**src/rtl/dac_frame_pkg.sv**
```systemverilog
package dac_frame_pkg;
  localparam int unsigned CHAN_W = 5;
  localparam int unsigned CODE_W = 14;

  typedef enum logic [1:0] {
    ST_IDLE  = 2'd0,
    ST_SHIFT = 2'd1,
    ST_GAP   = 2'd2
  } wr_state_e;
endpackage

```
**src/rtl/dac_sclk_gen.sv**
```systemverilog
module dac_sclk_gen #(
  parameter int unsigned HALF_DIV = 3
) (
  input  logic clk_i,
  input  logic rst_ni,
  input  logic run_i,
  output logic tick_o
);
  localparam int unsigned CW = (HALF_DIV > 1) ? $clog2(HALF_DIV) : 1;
  localparam logic [CW-1:0] LAST = CW'(HALF_DIV - 1);

  logic [CW-1:0] cnt_q;

  assign tick_o = run_i && (cnt_q == LAST);

  always_ff @(posedge clk_i or negedge rst_ni) begin
    if (!rst_ni)     cnt_q <= '0;
    else if (!run_i) cnt_q <= '0;
    else if (tick_o) cnt_q <= '0;
    else             cnt_q <= cnt_q + 1'b1;
  end

  // half-period counter never passes its limit
  a_r4_half_cnt_bound: assert property (@(posedge clk_i) disable iff (!rst_ni)
    cnt_q <= LAST);
  // counter starts from zero when a frame begins
  a_r4_restart_zero: assert property (@(posedge clk_i) disable iff (!rst_ni)
    !run_i |=> cnt_q == '0);
endmodule

```
**src/rtl/dac_bit_shifter.sv**
```systemverilog
module dac_bit_shifter #(
  parameter int unsigned WORD_W = 19
) (
  input  logic              clk_i,
  input  logic              rst_ni,
  input  logic              load_i,
  input  logic [WORD_W-1:0] word_i,
  input  logic              shift_i,
  input  logic              fall_i,
  output logic              msb_o,
  output logic              last_o
);
  localparam int unsigned NW = $clog2(WORD_W + 1);
  localparam logic [NW-1:0] N_LAST = NW'(WORD_W);

  logic [WORD_W-1:0] sr_q;
  logic [NW-1:0]     nfall_q;

  assign msb_o  = sr_q[WORD_W-1];
  assign last_o = (nfall_q == N_LAST);

  always_ff @(posedge clk_i or negedge rst_ni) begin
    if (!rst_ni)      sr_q <= '0;
    else if (load_i)  sr_q <= word_i;
    else if (shift_i) sr_q <= {sr_q[WORD_W-2:0], 1'b0};
  end

  always_ff @(posedge clk_i or negedge rst_ni) begin
    if (!rst_ni)     nfall_q <= '0;
    else if (load_i) nfall_q <= '0;
    else if (fall_i) nfall_q <= nfall_q + 1'b1;
  end

  // never more falls than frame bits
  a_r3_fall_bound: assert property (@(posedge clk_i) disable iff (!rst_ni)
    nfall_q <= N_LAST);
  // no fall counted once the frame is complete
  a_r3_no_extra_fall: assert property (@(posedge clk_i) disable iff (!rst_ni)
    last_o |-> !fall_i);
  // register holds between shifts
  a_r5_hold: assert property (@(posedge clk_i) disable iff (!rst_ni)
    (!load_i && !shift_i) |=> $stable(sr_q));
endmodule

```
**src/rtl/dac_gap_timer.sv**
```systemverilog
module dac_gap_timer #(
  parameter int unsigned GAP_CYC = 25
) (
  input  logic clk_i,
  input  logic rst_ni,
  input  logic start_i,
  output logic expire_o
);
  localparam int unsigned GW = $clog2(GAP_CYC + 1);
  localparam logic [GW-1:0] G_LOAD = GW'(GAP_CYC);

  logic [GW-1:0] cnt_q;

  assign expire_o = (cnt_q == GW'(1));

  always_ff @(posedge clk_i or negedge rst_ni) begin
    if (!rst_ni)             cnt_q <= '0;
    else if (start_i)        cnt_q <= G_LOAD;
    else if (cnt_q != '0)    cnt_q <= cnt_q - 1'b1;
  end

  // a running gap is never restarted
  a_r7_no_restart: assert property (@(posedge clk_i) disable iff (!rst_ni)
    start_i |-> cnt_q == '0);
  // expiry is a single-cycle event
  a_r7_expire_pulse: assert property (@(posedge clk_i) disable iff (!rst_ni)
    expire_o |=> !expire_o);
endmodule

```
**src/rtl/dac_frame_writer.sv**
```systemverilog
module dac_frame_writer
  import dac_frame_pkg::*;
#(
  parameter int unsigned CLK_PERIOD_PS = 8000,
  parameter int unsigned HALF_DIV      = 3,
  parameter int unsigned GAP_CYC       = 25,
  parameter int unsigned ADDR_W        = CHAN_W,
  parameter int unsigned DATA_W        = CODE_W
) (
  input  logic              clk_i,
  input  logic              rst_ni,
  input  logic              req_valid_i,
  output logic              req_ready_o,
  input  logic [ADDR_W-1:0] req_chan_i,
  input  logic [DATA_W-1:0] req_code_i,
  output logic              strobe_no,
  output logic              sclk_o,
  output logic              sdata_o,
  output logic              busy_o,
  output logic              done_o
);
  localparam int unsigned FRAME_W   = ADDR_W + DATA_W;
  localparam longint      HALF_PS   = longint'(HALF_DIV) * CLK_PERIOD_PS;
  localparam longint      SCLK_PS   = 2 * HALF_PS;
  localparam longint      GAP_PS    = longint'(GAP_CYC) * CLK_PERIOD_PS;
  localparam longint      WORD_PS   = longint'(2 * HALF_DIV * FRAME_W + GAP_CYC + 1) * CLK_PERIOD_PS;
  localparam longint      MIN_HALF_PS = 13000;
  localparam longint      MIN_SCLK_PS = 33334;
  localparam longint      MIN_GAP_PS  = 200000;
  localparam longint      MIN_WORD_PS = 833334;

  // elaboration-time timing limits
  if (HALF_PS < MIN_HALF_PS || SCLK_PS < MIN_SCLK_PS ||
      GAP_PS < MIN_GAP_PS || WORD_PS < MIN_WORD_PS || GAP_CYC < 1) begin : g_timing_bad
    $error("dac_frame_writer: HALF_DIV/GAP_CYC violate serial timing limits");
  end

  wr_state_e state_q;
  logic      sclk_q, sync_q, done_q;
  logic      tick, msb, last, gap_expire;
  logic      accept, do_fall, do_shift, do_end;

  assign req_ready_o = (state_q == ST_IDLE);
  assign busy_o      = !req_ready_o;
  assign accept      = req_valid_i && req_ready_o;
  assign do_fall     = (state_q == ST_SHIFT) && tick && sclk_q;
  assign do_end      = (state_q == ST_SHIFT) && tick && !sclk_q && last;
  assign do_shift    = (state_q == ST_SHIFT) && tick && !sclk_q && !last;

  dac_sclk_gen #(.HALF_DIV(HALF_DIV)) i_sclk_gen (
    .clk_i  (clk_i),
    .rst_ni (rst_ni),
    .run_i  (state_q == ST_SHIFT),
    .tick_o (tick)
  );

  dac_bit_shifter #(.WORD_W(FRAME_W)) i_shifter (
    .clk_i   (clk_i),
    .rst_ni  (rst_ni),
    .load_i  (accept),
    .word_i  ({req_chan_i, req_code_i}),
    .shift_i (do_shift),
    .fall_i  (do_fall),
    .msb_o   (msb),
    .last_o  (last)
  );

  dac_gap_timer #(.GAP_CYC(GAP_CYC)) i_gap (
    .clk_i    (clk_i),
    .rst_ni   (rst_ni),
    .start_i  (do_end),
    .expire_o (gap_expire)
  );

  always_ff @(posedge clk_i or negedge rst_ni) begin
    if (!rst_ni) begin
      state_q <= ST_IDLE;
      sclk_q  <= 1'b1;
      sync_q  <= 1'b1;
      done_q  <= 1'b0;
    end else begin
      done_q <= 1'b0;
      unique case (state_q)
        ST_IDLE: if (accept) begin
          sync_q  <= 1'b0;
          state_q <= ST_SHIFT;
        end
        ST_SHIFT: if (tick) begin
          if (sclk_q) begin
            sclk_q <= 1'b0;
          end else begin
            sclk_q <= 1'b1;
            if (last) begin
              sync_q  <= 1'b1;
              done_q  <= 1'b1;
              state_q <= ST_GAP;
            end
          end
        end
        ST_GAP: if (gap_expire) state_q <= ST_IDLE;
        default: state_q <= ST_IDLE;
      endcase
    end
  end

  assign strobe_no = sync_q;
  assign sclk_o    = sclk_q;
  assign sdata_o   = sync_q ? 1'b0 : msb;
  assign done_o    = done_q;

  // clock idles high outside a frame
  a_r3_sclk_idle: assert property (@(posedge clk_i) disable iff (!rst_ni)
    strobe_no |-> sclk_o);
  // done coincides with strobe rising
  a_r6_done_on_rise: assert property (@(posedge clk_i) disable iff (!rst_ni)
    done_o |-> $rose(strobe_no));
  // done is one cycle wide
  a_r6_done_pulse: assert property (@(posedge clk_i) disable iff (!rst_ni)
    done_o |=> !done_o);
  // no acceptance during the gap
  a_r7_gap_not_ready: assert property (@(posedge clk_i) disable iff (!rst_ni)
    (state_q == ST_GAP) |-> !req_ready_o);
  // data steady while clock is low in a frame
  a_r5_data_steady_low: assert property (@(posedge clk_i) disable iff (!rst_ni)
    (!strobe_no && !sclk_o && !$past(sclk_o) && !$past(strobe_no)) |-> $stable(sdata_o));
  // frame starts only from an accepted request
  a_r2_start_on_accept: assert property (@(posedge clk_i) disable iff (!rst_ni)
    $fell(strobe_no) |-> $past(req_valid_i && req_ready_o));
endmodule

```
**config.mk**
```make
export PLATFORM = sky130hd
export DESIGN_NAME = dac_frame_writer
export DESIGN_NICKNAME = d
export VERILOG_FILES = /design/src/rtl/dac_frame_pkg.sv /design/src/rtl/dac_sclk_gen.sv /design/src/rtl/dac_bit_shifter.sv /design/src/rtl/dac_gap_timer.sv /design/src/rtl/dac_frame_writer.sv
export SDC_FILE = /design/constraint.sdc
export NUM_CORES = 1
export LEC_CHECK = 0
export BUFFER_PORTS_ARGS = -buffer_cell sky130_fd_sc_hd__buf_2
export CAP_MARGIN = 15
export CORE_MARGIN = 1.5
export CORE_UTILIZATION = 48
export DETAILED_ROUTE_END_ITERATION = 8
export HOLD_SLACK_MARGIN = 0.02
export PLACE_DENSITY = 0.72
export SYNTH_ARGS = -nofsm -noshare
export SYNTH_HDL_FRONTEND = slang
export SYNTH_SLANG_ARGS = --single-unit
```
**constraint.sdc**
```tcl
create_clock -name clk_i -period 1.6 [get_ports clk_i]
set_clock_uncertainty 0.2 [all_clocks]
set_input_delay 0 -clock clk_i [delete_from_list [all_inputs] [get_ports clk_i]]
set_output_delay 0 -clock clk_i [all_outputs]
set_load 0.005 [all_outputs]
```
==> impl_summary.log, run 1 <==
[metrics] Core Area: 3690 um^2
[metrics] cell at the root of the clock tree: sky130_fd_sc_hd__clkbuf_8
[metrics] Yosys cell types: 38
[metrics] vias in the first global route: 1,826
[metrics] post-layout utilization of the core: 79.0%
[metrics] TritonCTS clock tree: done
[metrics] number of cells in the finished layout apart from fillers: 296
[metrics] kind of launch point of the worst setup path: register
[metrics] first-pass GRT wire length: just under 9000 um
[metrics] final setup violation count: 27
[metrics] result of the run: finished, violations left
[metrics] Routability Congestion: 0.783
[metrics] Synth Area in Compound Gates: 16.2%
[metrics] worst slew pin tran: approximately 0.53 ns
[metrics] most area-consuming cells after synthesis: sky130_fd_sc_hd__dfrtp_1 (46%), sky130_fd_sc_hd__a221o_1 (10%), sky130_fd_sc_hd__and4_1 (8.4%)
[metrics] Worst-Skew Late Latency: roughly 0.30 ns
[metrics] Detailed Route Iter0 Violations: about 110
[metrics] Die Y-Extent: 65.4 um
[metrics] number of design rule violations left after detail routing: 0
[metrics] number of synthesized flops with an enable pin: 0
[metrics] total count of max-transition violations in the final report: 0
[metrics] layout overhead on the synthesized area: 56.1%
[metrics] number of iterations in the first detailed-routing pass: 4
[metrics] IO Pins: 28
[metrics] library cell with the highest instance count after synthesis: sky130_fd_sc_hd__dfrtp_1
[metrics] width of the die: 65.4 um
[metrics] combinational family with the most area after synthesis: simple AND/OR/NAND/NOR gates
[metrics] Post-synth top cells: sky130_fd_sc_hd__dfrtp_1 (34), sky130_fd_sc_hd__nor2b_1 (22), sky130_fd_sc_hd__a221o_1 (19)
[metrics] Global Route Usage Sum: between 20% and 30%
[metrics] total length of routed wires: between 5000 and 6000 um
[metrics] proportion of synthesized chip area in sequential cells: between 40% and 50%
[metrics] Worst VDD drop: roughly 930 uV
[metrics] total congestion overflow after global routing: 0
[metrics] min cycle time layout: 1.73 ns
[metrics] Layout Nets: 273
[metrics] via total after detailed routing: 1,769
[metrics] number of vias per cell after detailed routing: 5.98
[metrics] dominant synthesized flop cell: sky130_fd_sc_hd__dfrtp_1
[metrics] worst min-delay path class: in2async
[metrics] Synth async-reset ratio: 100%
[metrics] syn_area_per_cell: 11.2 um^2
[metrics] proportion of layout cells with a drive suffix above 1: 41.5%
[metrics] maximum number of pins on one net before global-route repair: 23
[metrics] maximum buffer depth of the clock tree: 2
[metrics] highest clock frequency the design can meet: 0.577 GHz
[metrics] synthesized instance count: 167
[metrics] RSZ-0062 raised after global routing: true
[metrics] clock sink count: 36
[metrics] count of standard-cell rows: 22
[metrics] area fraction of the dominant cell type after synthesis: 45.6%
[metrics] Detail Placement HPWL: 2900 um
[metrics] synthesis-stage register bit count: 36
[metrics] static power due to leakage: roughly 1.3 nW
[metrics] cell count after placement: 259
[metrics] number of buffer cells added on primary ports: 27
[metrics] Post-Synth XOR/XNOR Area: less than 1%
[metrics] Max-slew headroom: 64.7%
[metrics] net count of the mapped netlist: about 190
[metrics] total power after layout: roughly 4.7 mW
[metrics] biggest area consumer among synthesized cells: sky130_fd_sc_hd__dfrtp_1
[metrics] CP Capture Type: register
[metrics] failing checks: setup timing
[metrics] data arrival time of the critical path: 1.70 ns
[metrics] crit path max fanout: 20
[metrics] initial standard-cell utilization of the core: roughly 51%
[metrics] final instance area: 2910 um^2
[metrics] antenna viol nets, final: 0
[metrics] Yosys Warn Count: 0
[metrics] diode insertion count for antenna repair: 0
[metrics] placed inst area: 2310 um^2
[metrics] final routed wire length divided by cell count: ~19 um
[metrics] adder-cell share of the synthesized area: 2.68%
[metrics] post-synthesis mux area share: 0.536%
[metrics] clock transition at the registers of the reported paths: 0.08 ns
[metrics] PD cells: ~1600 nW/um^2
[metrics] total CTS buffers: 5
[metrics] final worst setup slack: -0.133 ns
[metrics] number of antenna violations at the first check in global routing: 0
[metrics] period utilisation layout: 108%
[metrics] number of max-capacitance violations reported: 0
[metrics] # H-tree levels: 2
[metrics] Post-Synth Simple-Gate Area: approximately 27%
[metrics] critical path class: reg2reg
[metrics] required time reported for the critical path endpoint: 1.57 ns
[metrics] final hold violations: 0
[metrics] total standard cell area after synthesis: 1870 um^2
[metrics] die area: about 4300 um^2
-- final timing paths --
check | start | to | slack, ns | depth (start not counted)
min in group clk_i | req_valid_i | strobe_no$_DFFE_PN1P_ | 0.22 | 3
worst min-delay path | rst_ni | done_o$_DFF_PN0_ | 0.009 | 2
worst min register to register | strobe_no$_DFFE_PN1P_ | strobe_no$_DFFE_PN1P_ | 0.33 | 1
worst max-delay path | state_q[1]$_DFFE_PN0P_ | i_shifter.sr_q[2]$_DFFE_PN0P_ | -0.13 | 5
max in group asynchronous | rst_ni | i_gap.cnt_q[4]$_DFFE_PN0P_ | 0.72 | 3
worst max register to register | state_q[1]$_DFFE_PN0P_ | i_shifter.sr_q[2]$_DFFE_PN0P_ | -0.13 | 5
-- through the flow --
| stage | hold slack, ns | worst slack [ns] | TNS [ns] |
|---|---|---|---|
| floorplan | -0.496 | -0.0538 | -0.856 |
| global route | 0.0636 | -0.181 | -3.41 |
| detailed placement | -0.197 | -0.188 | -4.69 |
| global placement | -0.196 | -0.150 | -3.55 |
| finish | 0.00905 | -0.133 | -2.13 |
| CTS | 0.0262 | -0.0916 | -1.58 |
-- state kept, by name, indices dropped and copies added (netlist names) --
name / flops
i_sclk_gen.cnt_q: 2
done_o: 1
i_gap.cnt_q: 5
state_q: 2
i_shifter.nfall_q: 5
sclk_o: 1
strobe_no: 1
i_shifter.sr_q: 19
-- critical path, cell delays in order (launching register included) --
cell and delay, ns:
sky130_fd_sc_hd__dfrtp_2 0.44, sky130_fd_sc_hd__buf_6 0.13, sky130_fd_sc_hd__nor3b_4 0.25, sky130_fd_sc_hd__buf_12 0.19
sky130_fd_sc_hd__nor2b_1 0.06, sky130_fd_sc_hd__a221o_1 0.33
-- cells by family after synthesis --
logic type	after synthesis
xor+xnor	2
buf+inv	18
simple gates	71
compound gates	35
fa+ha+maj	4
flops	36
mux	1
-- power by group --
part	switching [mW]	internal [mW]
sequential	0.288	1.31
combinational	1.01	1.27
clock	0.350	0.463
total	1.65	3.05
-- final cells by class --
type | count | area [um^2]
fillers | 236 | 774
clock inverters | 2 | 35.0
multi-input cells | 117 | 1150
inverters | 6 | 22.5
well taps | 48 | 60.1
clock buffers | 6 | 72.6
flip-flops and latches | 36 | 906
repair buffers | 81 | 669
-- placed cells by master, fill, tap and decap left out, types with 5 or more instances in the layout --
cell type	instances
sky130_fd_sc_hd__and4_1	18
sky130_fd_sc_hd__dfrtp_1	32
sky130_fd_sc_hd__clkbuf_8	5
sky130_fd_sc_hd__buf_6	5
sky130_fd_sc_hd__buf_4	24
sky130_fd_sc_hd__a221o_1	19
sky130_fd_sc_hd__dlygate4sd3_1	21
sky130_fd_sc_hd__buf_2	27
sky130_fd_sc_hd__nor2b_1	22
-- what timing repair did --
item | CTS | global route
endpoints found under the hold margin | 57 | 0
gates resized for setup | 22 | 12
pin swaps | 10 | 8
endpoints found under the setup margin | 33 | 31
hold buffers | 21 | 0
setup buffers | 3 | 0
gates cloned | 5 | 0
-- metal layers --
| metal | routed length, um | track usage [%] |
|---|---|---|
| met3 | 276 | 6.34 |
| met2 | 2870 | 46.6 |
| met5 | 0 | 0 |
| met4 | 100 | 7.81 |
| met1 | 2370 | 37.5 |
(Power assumes the default switching activity.)
==> run 2, diff against run 1 <==
- PLACE_DENSITY: 0.72 -> 0.69
- clock period: 1.6 -> 1.9 ns (I/O delays scaled with it)
==> run 2 against run 1 <==
  * The flow now finishes without violations
  * Final area shrank 15%
  * Via count shrank 12%
  * Register-to-register slack gained 0.22 ns
  * Clock power shrank 9.6%
  * Critical path type unchanged
  * Largest power group is now registers
==> impl_summary.log, run 2 (same netlist as run 1, synthesis figures left out) <==
[metrics] clock sink count: 36
[metrics] number of design rule violations left after detail routing: 0
[metrics] vias in the first global route: 1,544
[metrics] crit path max fanout: between 40 and 50
[metrics] worst slew pin tran: 0.786 ns
[metrics] min cycle time layout: 1.81 ns
[metrics] Post-CTS Setup Bufs: 0
[metrics] via total after detailed routing: between 1.5k and 2k
[metrics] cell count after placement: 241
[metrics] number of max-capacitance violations reported: 0
[metrics] Die Y-Extent: 65.4 um
[metrics] period utilisation layout: 95.5%
[metrics] total congestion overflow after global routing: 0
[metrics] standard cell with the maximum stage delay on the critical path: sky130_fd_sc_hd__dfrtp_1
[metrics] Critical Path Source: state_q[1]$_DFFE_PN0P_
[metrics] final setup violation count: 0
[metrics] kind of launch point of the worst setup path: register
[metrics] Detail Placement HPWL: 2630 um
[metrics] Layout Nets: 247
[metrics] TNS Setup: 0 ns
[metrics] final hold violations: 0
[metrics] Worst-Skew Late Latency: 0.29 ns
[metrics] total power after layout: 3.31 mW
[metrics] # H-tree levels: 2
[metrics] RSZ-0062 raised after global routing: false
[metrics] most common cell after layout, fill and taps aside: sky130_fd_sc_hd__dfrtp_1
[metrics] initial standard-cell utilization of the core: 50.6%
[metrics] critical path class: reg2reg
[metrics] Worst VDD drop: 717 uV
[metrics] Top reg by flops: i_shifter.sr_q
[metrics] Routability Congestion: 0.763
[metrics] Fin Hold WS: 0.123 ns
[metrics] max reg flops: 19
[metrics] Max-slew headroom: 47.6%
[metrics] TritonCTS clock tree: done
[metrics] final worst setup slack: about 0.086 ns
[metrics] cell at the root of the clock tree: sky130_fd_sc_hd__clkbuf_8
[metrics] required time reported for the critical path endpoint: 1.86 ns
[metrics] final instance area: roughly 2500 um^2
[metrics] clock transition at the registers of the reported paths: 0.07 ns
[metrics] pre-CTS setup slack: roughly 0.076 ns
[metrics] largest registers in the final layout: i_shifter.sr_q: 19 flops, i_gap.cnt_q: 5 flops, i_shifter.nfall_q: 5 flops
[metrics] Global Route Usage Sum: between 20 and 25%
[metrics] number of antenna violations at the first check in global routing: 0
[metrics] final routed wire length divided by cell count: roughly 16 um
[metrics] highest clock frequency the design can meet: 0.551 GHz
[metrics] Detailed Route Iter0 Violations: 75
[metrics] width of the die: about 65 um
[metrics] worst stage delay on the critical path: 0.43 ns
[metrics] number of cells in the finished layout apart from fillers: between 200 and 300
[metrics] Core Area: 3690 um^2
[metrics] maximum buffer depth of the clock tree: 2
[metrics] maximum number of pins on one net before global-route repair: 44
[metrics] diode insertion count for antenna repair: 0
[metrics] proportion of layout cells with a drive suffix above 1: roughly 26%
[metrics] static power due to leakage: between 1 and 1.5 nW
[metrics] first-pass GRT wire length: 7310 um
[metrics] number of vias per cell after detailed routing: 5.74
[metrics] data arrival time of the critical path: 1.78 ns
[metrics] antenna viol nets, final: 0
[metrics] post-layout utilization of the core: roughly 67%
[metrics] number of buffer cells added on primary ports: 27
[metrics] IO Pins: 28
[metrics] PD cells: 1340 nW/um^2
[metrics] series of cell instances along the critical path: buf_4 > nor3b_4 > buf_12 > nor2b_1 > a221o_1
[metrics] die area: ~4300 um^2
[metrics] number of iterations in the first detailed-routing pass: 4
[metrics] worst min-delay path class: in2async
[metrics] placed inst area: 2110 um^2
[metrics] total length of routed wires: ~4300 um
[metrics] total count of max-transition violations in the final report: 0
[metrics] result of the run: completed
[metrics] total CTS buffers: 5
[metrics] commonest non-fill, non-tap cells in the layout: sky130_fd_sc_hd__dfrtp_1 (34), sky130_fd_sc_hd__buf_2 (27), sky130_fd_sc_hd__nor2b_1 (22)
[metrics] beginning of the worst register-to-register path: state_q[1]$_DFFE_PN0P_
[metrics] count of standard-cell rows: 22
[metrics] CP Capture Type: register
[metrics] layout overhead on the synthesized area: 32.5%
## run 2: where the power goes
group	internal (mW)	switching (mW)	leakage [nW]	total, mW
combinational	0.649	0.559	0.624	1.21
clock	0.463	0.272	0.0645	0.735
sequential	1.11	0.260	0.461	1.37
## run 2: repair_timing
item	4_1_cts	5_1_grt
hold buffers	21	0
gates resized for setup	0	3
endpoints found under the setup margin	0	24
hold endpoints to repair	55	0
## run 2: routing by layer
| layer | GRT usage (%) | vias up | share of wire, % |
|---|---|---|---|
| li1 | - | 747 | - |
| met1 | 29.8 | 767 | 48 |
| met2 | 36.4 | 29 | 48 |
| met3 | 4.62 | 8 | 2.6 |
| met4 | 6.25 | 0 | 1.4 |
| met5 | 0 | - | 0 |
## run 2: path summary, 6_finish.rpt
check | end | slack [ns] | cells past startpoint
setup / recovery | i_shifter.sr_q[4]$_DFFE_PN0P_ | 0.09 | 5
hold / removal | i_gap.cnt_q[2]$_DFFE_PN0P_ | 0.12 | 2
setup reg to reg | i_shifter.sr_q[4]$_DFFE_PN0P_ | 0.09 | 5
hold reg to reg | i_sclk_gen.cnt_q[0]$_DFF_PN0_ | 0.32 | 1
max in group asynchronous | state_q[0]$_DFFE_PN0P_ | 0.87 | 2
min in group clk_i | strobe_no$_DFFE_PN1P_ | 0.22 | 3
## run 2: final cells by class
| cell class | instances | area, um^2 |
|---|---|---|
| fill | 289 | 1210 |
| sequential | 36 | 903 |
| clock inverter | 1 | 30.0 |
| clock buffer | 7 | 96.3 |
| timing repair buffer | 59 | 440 |
| tap | 48 | 60.1 |
| inverter | 6 | 22.5 |
| multi-input combinational | 113 | 921 |
## run 2: worst max-delay path, delay by kind of cell, from the launching register on
kind	cells	cell delay, ns
flip-flops	1	0.43
buffers and inverters	2	0.41
AO/OA/AOI/OAI	1	0.34
AND/OR/NAND/NOR	2	0.30
